`src/rtl/wat_pkg.sv`:
```
// Shared types for the wired-bus arbitrating transmitter.
package wat_pkg;
    // Control states of the transmitter.
    typedef enum logic [2:0] {
        ST_IDLE = 3'd0,   // no request
        ST_WAIT = 3'd1,   // request taken, waiting for idle bus and SOF
        ST_SEND = 3'd2,   // shifting message bits
        ST_EXT1 = 3'd3,   // first appended recessive slot
        ST_EXT2 = 3'd4,   // second appended recessive slot
        ST_LOST = 3'd5    // stopped after a loss, waiting for clear
    } tx_state_e;
endpackage

```
`src/rtl/wat_shifter.sv`:
```
// Byte register and bit counter.
// Holds one byte, offers its MSB, and shifts left once per step. It shows
// when the current bit is the last bit of the byte. It also remembers
// whether the byte marked last has been taken.
// Assumes load and shift never coincide (load needs empty, shift needs full).
module wat_shifter #(
    parameter int BYTE_W = 8
) (
    input  logic              clk,
    input  logic              rst_n,
    input  logic              clr_i,
    input  logic              load_i,
    input  logic [BYTE_W-1:0] data_i,
    input  logic              last_i,
    input  logic              shift_i,
    output logic              full_o,
    output logic              msb_o,
    output logic              at_end_o,
    output logic              last_o
);
    localparam int CNT_W = (BYTE_W > 1) ? $clog2(BYTE_W) : 1;
    localparam logic [CNT_W-1:0] CNT_END = CNT_W'(BYTE_W - 1);

    logic [BYTE_W-1:0] sh_q;
    logic [CNT_W-1:0]  cnt_q;
    logic              full_q;
    logic              last_q;

    // Load, shift and count the bits of the current byte.
    always_ff @(posedge clk) begin
        if (!rst_n || clr_i) begin
            sh_q   <= '0;
            cnt_q  <= '0;
            full_q <= 1'b0;
            last_q <= 1'b0;
        end else if (load_i) begin
            sh_q   <= data_i;
            cnt_q  <= '0;
            full_q <= 1'b1;
            last_q <= last_i;
        end else if (shift_i) begin
            if (cnt_q == CNT_END) begin
                full_q <= 1'b0;
                cnt_q  <= '0;
            end else begin
                sh_q  <= sh_q << 1;
                cnt_q <= cnt_q + 1'b1;
            end
        end
    end

    assign full_o   = full_q;
    assign msb_o    = sh_q[BYTE_W-1];
    assign at_end_o = (cnt_q == CNT_END);
    assign last_o   = last_q;
endmodule

```
`src/rtl/wat_fsm.sv`:
```
// Arbitration control.
// Sequences the request, wait, send, extension and stop states. It compares
// the driven bit with the read-back bit at each slot strobe. It keeps the
// sticky lost flag and makes the done pulse.
// Assumes rx_bit_i is valid whenever slot_i is 1.
module wat_fsm
    import wat_pkg::*;
(
    input  logic clk,
    input  logic rst_n,
    input  logic start_i,
    input  logic clear_lost_i,
    input  logic bus_idle_i,
    input  logic sof_i,
    input  logic slot_i,
    input  logic rx_bit_i,
    input  logic full_i,
    input  logic msb_i,
    input  logic at_end_i,
    input  logic last_i,
    output logic shift_o,
    output logic clr_o,
    output logic accept_ok_o,
    output logic tx_bit_o,
    output logic lost_o,
    output logic done_o,
    output logic sending_o
);
    tx_state_e st_q, st_d;
    logic      lose_now;
    logic      step;
    logic      lost_q;
    logic      done_q;

    // A driven 1 read back as 0 during the message is a loss.
    assign lose_now = (st_q == ST_SEND) && slot_i && full_i && msb_i && !rx_bit_i;
    // Advance one bit when the slot passes without a loss.
    assign step = (st_q == ST_SEND) && slot_i && full_i && !lose_now;

    // Pick the next control state.
    always_comb begin
        st_d = st_q;
        case (st_q)
            ST_IDLE: if (start_i) st_d = ST_WAIT;
            ST_WAIT: if (bus_idle_i && sof_i && full_i) st_d = ST_SEND;
            ST_SEND: begin
                if (lose_now)                       st_d = at_end_i ? ST_EXT1 : ST_LOST;
                else if (step && at_end_i && last_i) st_d = ST_IDLE;
            end
            ST_EXT1: if (slot_i) st_d = rx_bit_i ? ST_EXT2 : ST_LOST;
            ST_EXT2: if (slot_i) st_d = ST_LOST;
            ST_LOST: if (clear_lost_i) st_d = ST_IDLE;
            default: st_d = ST_IDLE;
        endcase
    end

    // State register.
    always_ff @(posedge clk) begin
        if (!rst_n) st_q <= ST_IDLE;
        else        st_q <= st_d;
    end

    // Sticky lost flag: set on a loss, cleared only once stopped.
    always_ff @(posedge clk) begin
        if (!rst_n)                                   lost_q <= 1'b0;
        else if (lose_now)                            lost_q <= 1'b1;
        else if (st_q == ST_LOST && clear_lost_i)     lost_q <= 1'b0;
    end

    // One-cycle done pulse after the final bit slot.
    always_ff @(posedge clk) begin
        if (!rst_n) done_q <= 1'b0;
        else        done_q <= step && at_end_i && last_i;
    end

    assign shift_o     = step;
    assign clr_o       = (st_q == ST_IDLE);
    assign accept_ok_o = ((st_q == ST_WAIT) || (st_q == ST_SEND)) && !full_i && !last_i;
    assign tx_bit_o    = ((st_q == ST_SEND) && full_i) ? msb_i : 1'b1;
    assign lost_o      = lost_q;
    assign done_o      = done_q;
    assign sending_o   = (st_q == ST_SEND);
endmodule

```
`src/rtl/wired_arb_tx.sv`:
```
// Top of the wired-bus arbitrating transmitter.
// Joins the byte register and the arbitration control. The byte handshake
// completes when valid and ready are both 1 at a clock edge.
// Assumes slot, SOF and idle indications come from an external bit-timing unit.
module wired_arb_tx #(
    parameter int BYTE_W = 8
) (
    input  logic              clk,
    input  logic              rst_n,
    input  logic              start_i,
    input  logic              clear_lost_i,
    input  logic              byte_valid_i,
    input  logic [BYTE_W-1:0] byte_data_i,
    input  logic              byte_last_i,
    output logic              byte_ready_o,
    input  logic              bus_idle_i,
    input  logic              sof_i,
    input  logic              slot_i,
    input  logic              rx_bit_i,
    output logic              tx_bit_o,
    output logic              arb_lost_o,
    output logic              done_o
);
    logic full, msb, at_end, last_taken;
    logic shift, clr, accept_ok;
    logic frame_active;

    wat_shifter #(.BYTE_W(BYTE_W)) u_shifter (
        .clk      (clk),
        .rst_n    (rst_n),
        .clr_i    (clr),
        .load_i   (byte_valid_i && accept_ok),
        .data_i   (byte_data_i),
        .last_i   (byte_last_i),
        .shift_i  (shift),
        .full_o   (full),
        .msb_o    (msb),
        .at_end_o (at_end),
        .last_o   (last_taken)
    );

    wat_fsm u_fsm (
        .clk          (clk),
        .rst_n        (rst_n),
        .start_i      (start_i),
        .clear_lost_i (clear_lost_i),
        .bus_idle_i   (bus_idle_i),
        .sof_i        (sof_i),
        .slot_i       (slot_i),
        .rx_bit_i     (rx_bit_i),
        .full_i       (full),
        .msb_i        (msb),
        .at_end_i     (at_end),
        .last_i       (last_taken),
        .shift_o      (shift),
        .clr_o        (clr),
        .accept_ok_o  (accept_ok),
        .tx_bit_o     (tx_bit_o),
        .lost_o       (arb_lost_o),
        .done_o       (done_o),
        .sending_o    (frame_active)
    );

    assign byte_ready_o = accept_ok;
endmodule

```
`config.mk`:
```
export PLATFORM = sky130hd
export DESIGN_NAME = wired_arb_tx
export DESIGN_NICKNAME = d
export VERILOG_FILES = /design/src/rtl/wat_pkg.sv /design/src/rtl/wat_shifter.sv /design/src/rtl/wat_fsm.sv /design/src/rtl/wired_arb_tx.sv
export SDC_FILE = /design/constraint.sdc
export NUM_CORES = 1
export LEC_CHECK = 0
export BUFFER_PORTS_ARGS = -buffer_cell sky130_fd_sc_hd__buf_2
export CAP_MARGIN = 15
export CORE_MARGIN = 8
export CORE_UTILIZATION = 42
export DETAILED_ROUTE_END_ITERATION = 10
export MAX_ROUTING_LAYER = met4
export SLEW_MARGIN = 20
export SYNTH_ARGS = -nofsm -noshare
export SYNTH_HDL_FRONTEND = slang
export SYNTH_SLANG_ARGS = --single-unit
export TNS_END_PERCENT = 30
```
`constraint.sdc`:
```
create_clock -name clk -period 4.1 [get_ports clk]
set_clock_uncertainty 0.2 [all_clocks]
set_input_delay 0.205 -clock clk [delete_from_list [all_inputs] [get_ports clk]]
set_output_delay 0.205 -clock clk [all_outputs]
set_load 0.01 [all_outputs]
```
==> results of run 1 <==
area by class of cell:
type	instances	area share, %
inverter	3	0.958
clock buffer	4	3.09
sequential	18	30.7
multi-input combinational	82	51.4
timing repair buffer	23	10.6
tap	30	3.19
how the worst min path moves through the flow:
stage	startpoint	endpoint	cells past startpoint
2_1_floorplan	rst_n	u_fsm.st_q[2]	1
3_3_place_gp	byte_last_i	u_shifter.last_o	3
3_5_place_dp	byte_last_i	u_shifter.last_o	3
4_1_cts	rst_n	u_fsm.st_q[2]	2
5_1_grt	rst_n	u_fsm.st_q[2]	2
6_report	rst_n	u_fsm.st_q[2]	2
cell usage in the layout, fill, tap and decap left out, drive strengths merged:
master       synthesis  final
nor3                 4      4
o21a                 1      1
nor4b                3      3
a211oi               8      8
o41ai                1      1
a2bb2oi              1      1
o22ai                1      1
or3                  1      1
inv                  3      3
o31a                 1      1
buf                  6     21
a31o                 1      1
mux2i                8      8
nand2                9      9
xor2                 1      1
clkbuf               0      4
nor2                13     13
ha                   2      2
nand4                1      1
dfxtp               18     18
o21ai                2      2
nand3                2      2
and3                 1      1
o211ai               1      1
nor4                 2      2
a21o                 2      2
nand4b               2      2
and2                 1      1
a21oi                7      7
dlygate4sd3          0      2
o221ai               1      1
nand2b               3      3
nor3b                1      1
nand3b               1      1
critical path, stage by stage (launching register included):
cell,delay [ns]
dfxtp_1,0.37
ha_1,0.16
ha_1,0.37
nand2_1,0.16
nor4b_1,0.26
a211oi_1,0.08
o31a_1,0.25
o21a_1,0.09
cell families (layout without fill, tap and decap cells):
| group | after synthesis | count (layout) | share of synthesized area [%] |
|---|---|---|---|
| and+or+nand+nor | 44 | 44 | 26.0 |
| AOI/OAI and AO/OA | 27 | 27 | 21.4 |
| DFF | 18 | 18 | 34.8 |
| buffers and inverters | 9 | 30 | 6.88 |
| muxes | 8 | 8 | 7.73 |
| adders and majority gates | 2 | 2 | 2.42 |
| xor gates and xnor gates | 1 | 1 | 0.846 |
power breakdown:
part           total [mW]  internal [mW]  switching, mW  leakage [nW]
Clock               0.108         0.0541         0.0542        0.0210
Combinational       0.317          0.127          0.190         0.273
Sequential          0.251          0.204         0.0469         0.146
Total               0.676          0.385          0.291         0.440
metal layers:
metal / part of all wire (%) / vias up / GRT usage (%)
met2: 44 / 29 / 15.8
met4: 1.2 / 0 / 3.27
li1: - / 448 / -
met1: 47 / 415 / 13.4
met3: 7.8 / 4 / 4.76
met5: 0 / - / -
timing repair:
item,4_1_cts,5_1_grt
hold buffers,2,0
setup buffers,0,0
hold endpoints to repair,2,0
metrics by stage:
stage          cells  power [mW]  utilization, %  setup WS [ns]
6_report         160       0.676            48.8           2.05
5_1_grt          160       0.729            48.8           1.87
4_1_cts          160       0.682            48.8           2.03
3_5_place_dp     154       0.572            46.4           2.05
3_3_place_gp     154       0.567            46.4           2.07
2_1_floorplan    109       0.545               -           2.28
state kept, by name (all words and copies together) (netlist names):
name / flops
u_shifter.sh_q: 8
u_shifter.last_o: 1
u_fsm.done_o: 1
u_shifter.cnt_q: 3
u_fsm.lost_o: 1
u_shifter.full_o: 1
u_fsm.st_q: 3
==> results.sh, run 1 <==
export IMPL_finalSetupViolCount=0
export IMPL_postRouteWirelength_mm=2.22
export IMPL_clk_pin_slew_ns=0.10
export IMPL_grt_ovfl_total=0
export IMPL_synth_cells=109
export IMPL_synth_async_reset_ratio_pct=0
export IMPL_p_leak_nw=0.440
export IMPL_timing_critical_path_fanout_max=8
export IMPL_worst_r2r_endpoint="u_fsm.st_q[0]"
export IMPL_multi_input_area_sq_um=604
export IMPL_dieArea_sq_um=4310
export IMPL_cts_made_buffers=3
export IMPL_rsz0062_at_grt="false"
export IMPL_clk_latency_ns=0.29
export IMPL_htree_levels=1
export IMPL_core_area_sq_um=2410
export IMPL_die_y_microns=65.7
export IMPL_design_area_sq_um=1170
export IMPL_route_detailed_drc=0
export IMPL_crit_arrival_ns=2.05
export IMPL_n_fill_cell=228
export IMPL_drtIter0Drc=16
export IMPL_r2r_start="u_shifter.cnt_q[0]"
export IMPL_post_synth_num_cell_types=39
export IMPL_netlist_area_sq_um=1040
export IMPL_status="finished, final reports clean"
export IMPL_regArea_sq_um=360
export IMPL_drv_cap=0
export IMPL_ys_warn_count=0
export IMPL_period_minus_slack_ns=2.05
export IMPL_initial_core_util_pct=43.0
export IMPL_crit_path_end="u_fsm.st_q[0]"
export IMPL_p_per_area_nw_per_um2=575
export IMPL_die_x_microns=65.7
export IMPL_crit_start="u_shifter.cnt_q[0]"
export IMPL_dp_hpwl_mm=1.69
export IMPL_fmax_mhz=487
export IMPL_gp_congestion=0.831
export IMPL_diodes=0
export IMPL_root_buffer="clkbuf_4"
export IMPL_path_class="reg -> reg"
export IMPL_antenna_found_initial=0
export IMPL_ys_flop_type="dfxtp_1"
export IMPL_synth_fp_nets=129
export IMPL_vias=896
export IMPL_ant_nets=0
export IMPL_synth_common_cells="dfxtp_1, nor2_1, nand2_1"
export IMPL_fin_nets=151
export IMPL_pin_count=22
export IMPL_yosysMostFrequentCell="dfxtp_1"
export IMPL_area_delta_synth_final_pct=13.4
export IMPL_yosysSeqAreaShare_pct=34.8
export IMPL_port_buffers=21
export IMPL_hold_ws_ns=0.0193
export IMPL_gr_usage_all_layers_pct=11.0
export IMPL_avgSynthCellArea_sq_um=9.50
export IMPL_cts_sinks=18
export IMPL_tns_ns=0
export IMPL_end_kind="flip-flop"
export IMPL_ys_ff_latch=18
export IMPL_clockBufferDepth=2
export IMPL_fp_row_count=18
export IMPL_avgViaCountPerCell=5.60
export IMPL_grt_start_max_net_pins=14
export IMPL_worst_pin_slew_ns=0.559
export IMPL_r2r_cells=7
export IMPL_synth_edf_count=0
export IMPL_placed_area_sq_um=1120
export IMPL_ctsResizeCount=0
export IMPL_cts_tree="done"
export IMPL_drive_above_1_share_pct=27.7
export IMPL_yosys_top_cells_area="dfxtp_1, mux2i_1, a211oi_2"
export IMPL_synth_top_cell_area_share_pct=34.8
export IMPL_grt_first_pass_wirelength_mm=3.69
export IMPL_wire_per_inst_microns=13.9
export IMPL_rrSetupSlack_ns=2.05
export IMPL_dr_pass1_iters=4
export IMPL_hold_class="in -> reg"
export IMPL_synth_top_area_cell="dfxtp_1"
export IMPL_hold_violations=0
export IMPL_worstPathRequired_ns=4.10
export IMPL_max_slew_margin_pct=62.7
export IMPL_peakVddDrop_v=0.000366
export IMPL_fin_crit_sh_pct=50.1
export IMPL_cp_start_kind="flip-flop"
export IMPL_grt_pass1_vias=833
export IMPL_slew_violations=0
Power figures use the tool's default switching activity.
==> inputs of run 2 (changes only) <==
Settings changed: PLACE_DENSITY set to 0.67.
Clock period 4.1 ns to 1.86 ns, I/O delays scaled along.
==> run 2 against run 1 <==
Net effect: sequential share of layout area fell by 4.5 points; core utilization rose by 9.9 points; via count rose by 11%; register-to-register slack got worse by 2.0 ns; sequential power rose by 120%; critical endpoint unchanged; critical path depth did not move; power rose to 2.5 times the previous value.
==> results.sh, run 2 (synthesis results as in run 1) <==
export IMPL_status="finished, final reports clean"
export IMPL_antenna_found_initial=0
export IMPL_core_area_sq_um=2410
export IMPL_power_switching_uw=712
export IMPL_internal_power_mw=1.01
export IMPL_die_x_microns=65.7
export IMPL_layout_common_cells="buf_2, nor2_1, buf_4"
export IMPL_pin_count=22
export IMPL_post_place_cells=162
export IMPL_drv_cap=0
export IMPL_clk_pin_slew_ns=0.10
export IMPL_fp_row_count=18
export IMPL_worst_pin_slew_ns=0.336
export IMPL_fin_crit_sh_pct=96.9
export IMPL_r2r_start="u_shifter.cnt_q[0]"
export IMPL_vias=997
export IMPL_p_leak_nw=0.559
export IMPL_min_to="u_fsm.st_q[1]"
export IMPL_power_frac_clock_pct=14.1
export IMPL_clk_latency_ns=0.29
export IMPL_drtIter0Drc=59
export IMPL_r2r_cells=7
export IMPL_drive_above_1_share_pct=40.8
export IMPL_fin_nets=173
export IMPL_slew_violations=0
export IMPL_die_y_microns=65.7
export IMPL_cts_made_buffers=3
export IMPL_ant_nets=0
export IMPL_largestRegisters="u_shifter.sh_q: 8 flops, u_fsm.st_q: 3 flops, u_shifter.cnt_q: 3 flops"
export IMPL_port_buffers=21
export IMPL_diodes=0
export IMPL_pwr_share_seq_pct=31.7
export IMPL_avgViaCountPerCell=5.48
export IMPL_htree_levels=1
export IMPL_tns_ns=0
export IMPL_crit_arrival_ns=1.80
export IMPL_hold_violations=0
export IMPL_clockBufferDepth=2
export IMPL_top_register="u_shifter.sh_q"
export IMPL_wire_per_inst_microns=14.3
export IMPL_grt_pass1_vias=1036
export IMPL_sw_frac_of_total_pct=41.4
export IMPL_gr_usage_all_layers_pct=13.1
export IMPL_fmax_mhz=555
export IMPL_hold_class="in -> reg"
export IMPL_route_detailed_drc=0
export IMPL_grt_first_pass_wirelength_mm=4.42
export IMPL_area_delta_synth_final_pct=36.4
export IMPL_largest_reg_flops=8
export IMPL_rrSetupSlack_ns=0.06
export IMPL_final_core_util_pct=58.6
export IMPL_worst_r2r_endpoint="u_fsm.st_q[0]"
export IMPL_max_slew_margin_pct=77.6
export IMPL_cp_start_kind="flip-flop"
export IMPL_hold_path_depth=3
export IMPL_gp_congestion=0.874
export IMPL_peakVddDrop_v=0.000825
export IMPL_grt_start_max_net_pins=12
export IMPL_timing_critical_path_fanout_max=3
export IMPL_root_buffer="clkbuf_4"
export IMPL_path_class="reg -> reg"
export IMPL_mostFrequentLayoutCell="buf_2"
export IMPL_p_per_area_nw_per_um2=1220
export IMPL_dp_hpwl_mm=1.91
export IMPL_grt_ovfl_total=0
export IMPL_dr_pass1_iters=4
export IMPL_period_minus_slack_ns=1.80
export IMPL_postRouteWirelength_mm=2.59
export IMPL_cts_sinks=18
export IMPL_end_kind="flip-flop"
export IMPL_hold_start="start_i"
export IMPL_cts_tree="done"
export IMPL_worstPathRequired_ns=1.86
export IMPL_initial_core_util_pct=43.0
export IMPL_dieArea_sq_um=4310
export IMPL_stdcell_count=182
export IMPL_finalSetupViolCount=0
export IMPL_combPwrFrac_pct=54.2
## run 2: through the flow
stage	area (sq um)	worst slack, ns	power, mW	hold WS [ns]
after floorplan	1040	0.0391	1.20	0.0271
after global placement	1180	0.0546	1.32	0.121
after detailed placement	1180	-0.0588	1.34	0.134
after CTS	1350	0.00798	1.65	0.0810
after global routing	1410	-0.0297	1.84	0.0229
final	1410	0.0569	1.72	0.0112
## run 2: worst max path at each step
stage | from | endpoint | slack [ns]
floorplan | u_shifter.cnt_q[0] | u_fsm.st_q[0] | 0.04
global placement | u_fsm.st_q[2] | u_fsm.st_q[0] | 0.05
detailed placement | u_fsm.st_q[1] | u_shifter.sh_q[2] | -0.06
CTS | u_fsm.st_q[2] | u_fsm.st_q[2] | 0.008
global route | u_shifter.cnt_q[0] | u_fsm.st_q[0] | -0.03
finish | u_shifter.cnt_q[0] | u_fsm.st_q[0] | 0.06
## run 2: what timing repair did
item | in CTS | in global routing
endpoints found under the setup margin | 3 | 10
pin swaps | 1 | 1
cloned | 0 | 0
hold endpoints to repair | 14 | 0
gates resized for setup | 1 | 14
buffers inserted | 3 | 2
hold buffers | 11 | 0
## run 2: cell type report
cell class | instances | area, sq um
Sequential cell | 18 | 370
Clock buffer | 4 | 36.3
Inverter | 3 | 11.3
Multi-Input combinational cell | 82 | 644
Timing Repair Buffer | 45 | 313
Tap cell | 30 | 37.5
Fill cell | 219 | 997
## run 2: critical path, stage by stage, from the launching register on
cell and delay [ns]:
dfxtp_2 0.35, ha_1 0.16, ha_2 0.19, nand2_2 0.09, nor4b_4 0.31, a211oi_2 0.07, o31a_1 0.24, o21a_1 0.10
## run 2: layer usage
layer,vias up,wire length (microns),GRT usage (%)
met3,4,75,3.06
li1,489,-,-
met1,491,1070,12.7
met2,13,1410,24.2
met5,-,0,-
met4,0,33,5.18
## run 2: power by group through the flow
| stage | clock network, mW | logic [mW] | registers (mW) |
|---|---|---|---|
| floorplan | 0 | 0.704 | 0.497 |
| detailed placement | 0 | 0.795 | 0.541 |
| finish | 0.243 | 0.931 | 0.545 |
| CTS | 0.250 | 0.871 | 0.531 |
| global route | 0.262 | 1.03 | 0.555 |
| global placement | 0 | 0.785 | 0.534 |
==> inputs of run 3 (changes only) <==
Settings changed: BUFFER_PORTS_ARGS -buffer_cell sky130_fd_sc_hd__buf_2 to unset, CORE_UTILIZATION 42 to 54, DONT_BUFFER_PORTS set to 1, PLACE_DENSITY 0.67 to 0.72.
==> run 3 against run 2 <==
Net effect: combinational power is 2.3% higher; power is 2.2% lower; die area is 17% lower.
==> results.sh, run 3 (synthesis results as in run 1) <==
export IMPL_clk_latency_ns=0.29
export IMPL_cp_buffers_inverters=1
export IMPL_peakVddDrop_v=0.000838
export IMPL_fin_ws_ns=0.0651
export IMPL_fmax_mhz=557
export IMPL_top_register="u_shifter.sh_q"
export IMPL_hold_violations=0
export IMPL_clockBufferDepth=2
export IMPL_clk_pin_slew_ns=0.10
export IMPL_end_kind="flip-flop"
export IMPL_cp_start_kind="flip-flop"
export IMPL_worstPathRequired_ns=1.84
export IMPL_cts_made_buffers=3
export IMPL_ant_nets=0
export IMPL_hold_ws_ns=0.00113
export IMPL_grt_start_max_net_pins=14
export IMPL_antenna_found_initial=0
export IMPL_area_delta_synth_final_pct=24.6
export IMPL_drv_cap=0
export IMPL_gr_usage_all_layers_pct=15.7
export IMPL_rrSetupSlack_ns=0.07
export IMPL_design_area_sq_um=1290
export IMPL_status="finished, final reports clean"
export IMPL_dr_pass1_iters=4
export IMPL_r2r_start="u_fsm.st_q[2]"
export IMPL_busiest_layer="met2"
export IMPL_pin_count=22
export IMPL_worst_r2r_endpoint="u_shifter.sh_q[3]"
export IMPL_power_mw=1.68
export IMPL_initial_core_util_pct=55.1
export IMPL_port_buffers=0
export IMPL_route_detailed_drc=0
export IMPL_max_slew_margin_pct=71.9
export IMPL_gp_congestion=0.875
export IMPL_largestRegisters="u_shifter.sh_q: 8 flops, u_fsm.st_q: 3 flops, u_shifter.cnt_q: 3 flops"
export IMPL_die_y_microns=59.8
export IMPL_worst_pin_slew_ns=0.420
export IMPL_final_core_util_pct=68.6
export IMPL_crit_arrival_ns=1.78
export IMPL_finalSetupViolCount=0
export IMPL_rsz0062_at_grt="true"
export IMPL_met2_usage_pct=27.2
export IMPL_wire_per_inst_microns=15.9
export IMPL_p_per_area_nw_per_um2=1300
export IMPL_largest_reg_flops=8
export IMPL_fin_nets=154
export IMPL_use_met1_pct=17.7
export IMPL_timing_critical_path_fanout_max=12
export IMPL_postRouteWirelength_mm=2.53
export IMPL_path_class="reg -> reg"
export IMPL_vias=926
export IMPL_place_ws_ns=0.0195
export IMPL_avgViaCountPerCell=5.82
export IMPL_slowest_delay_ns=0.34
export IMPL_grt_first_pass_wirelength_mm=4.23
export IMPL_fin_crit_sh_pct=96.5
export IMPL_dieArea_sq_um=3580
export IMPL_htree_levels=1
export IMPL_dp_hpwl_mm=1.83
export IMPL_cts_tree="done"
export IMPL_slowest_stage="dfxtp_1"
export IMPL_drtIter0Drc=35
export IMPL_grt_pass1_vias=949
export IMPL_placed_area_sq_um=1130
export IMPL_cts_sinks=18
export IMPL_post_cts_buffers=0
export IMPL_use_met3_pct=2.37
export IMPL_slew_violations=0
export IMPL_fp_row_count=16
export IMPL_r2r_cells=5
export IMPL_crit_start="u_fsm.st_q[2]"
export IMPL_critPathTopFamily="simple AND/OR/NAND/NOR gates"
export IMPL_hold_class="in -> reg"
export IMPL_period_minus_slack_ns=1.79
export IMPL_worstPathCellList="buf_4 > nor4b_2 > and2_4 > mux2i_1 > a211oi_2"
export IMPL_diodes=0
export IMPL_crit_path_end="u_shifter.sh_q[3]"
export IMPL_grt_ovfl_total=0
export IMPL_drive_above_1_share_pct=24.2
export IMPL_core_area_sq_um=1880
export IMPL_die_x_microns=59.8
export IMPL_path_depth=5
export IMPL_layout_common_cells="dfxtp_1, nor2_1, buf_4"
export IMPL_p_leak_nw=0.467
export IMPL_mostFrequentLayoutCell="dfxtp_1"
export IMPL_root_buffer="clkbuf_4"
==> run 3: how the worst min path moves through the flow <==
| stage | cells after the start | from | slack [ns] | to |
|---|---|---|---|---|
| floorplan | 1 | rst_n | 0.03 | u_fsm.st_q[2] |
| global placement | 1 | rst_n | 0.03 | u_fsm.st_q[2] |
| detailed placement | 1 | rst_n | 0.03 | u_fsm.st_q[2] |
| CTS | 2 | rst_n | 0.006 | u_shifter.sh_q[0] |
| global route | 2 | rst_n | 0.03 | u_shifter.full_o |
| finish | 3 | slot_i | 0.001 | u_fsm.st_q[1] |
==> run 3: through the flow <==
step,TNS (ns),instances
after global routing,-0.0930,159
final,0,159
after global placement,0,144
after CTS,0,159
after floorplan,0,109
after detailed placement,0,144
==> run 3: power by group <==
part	switching [mW]	internal (mW)	leakage [nW]	total (mW)
Combinational	0.501	0.451	0.307	0.952
Clock	0.115	0.0752	0.0138	0.190
Sequential	0.0872	0.452	0.146	0.539
Total	0.703	0.978	0.467	1.68
==> run 3: timing repair <==
action                     in CTS  in global routing
hold endpoints to repair       15                  0
pin swaps                       0                  1
resized for setup               2                  2
setup endpoints to repair       1                  9
hold buffers                   12                  0
==> run 3: worst min-delay path, delay by kind of cell <==
kind,cells,cell delay [ns]
compound gates,2,0.19
buf+inv,1,0.16
==> run 3: final cells by class <==
cell class / count / area, sq um
well taps: 27 / 33.8
flip-flops and latches: 18 / 362
inverters: 3 / 11.3
clock buffers: 3 / 22.5
multi-input cells: 82 / 624
repair buffers: 26 / 238
fillers: 163 / 591
==> run 3: layer usage <==
metal  vias to the layer above  routed length, microns
met3                         4                     118
li1                        450                       -
met4                         0                      30
met5                         -                       0
met1                       443                    1100
met2                        29                    1280
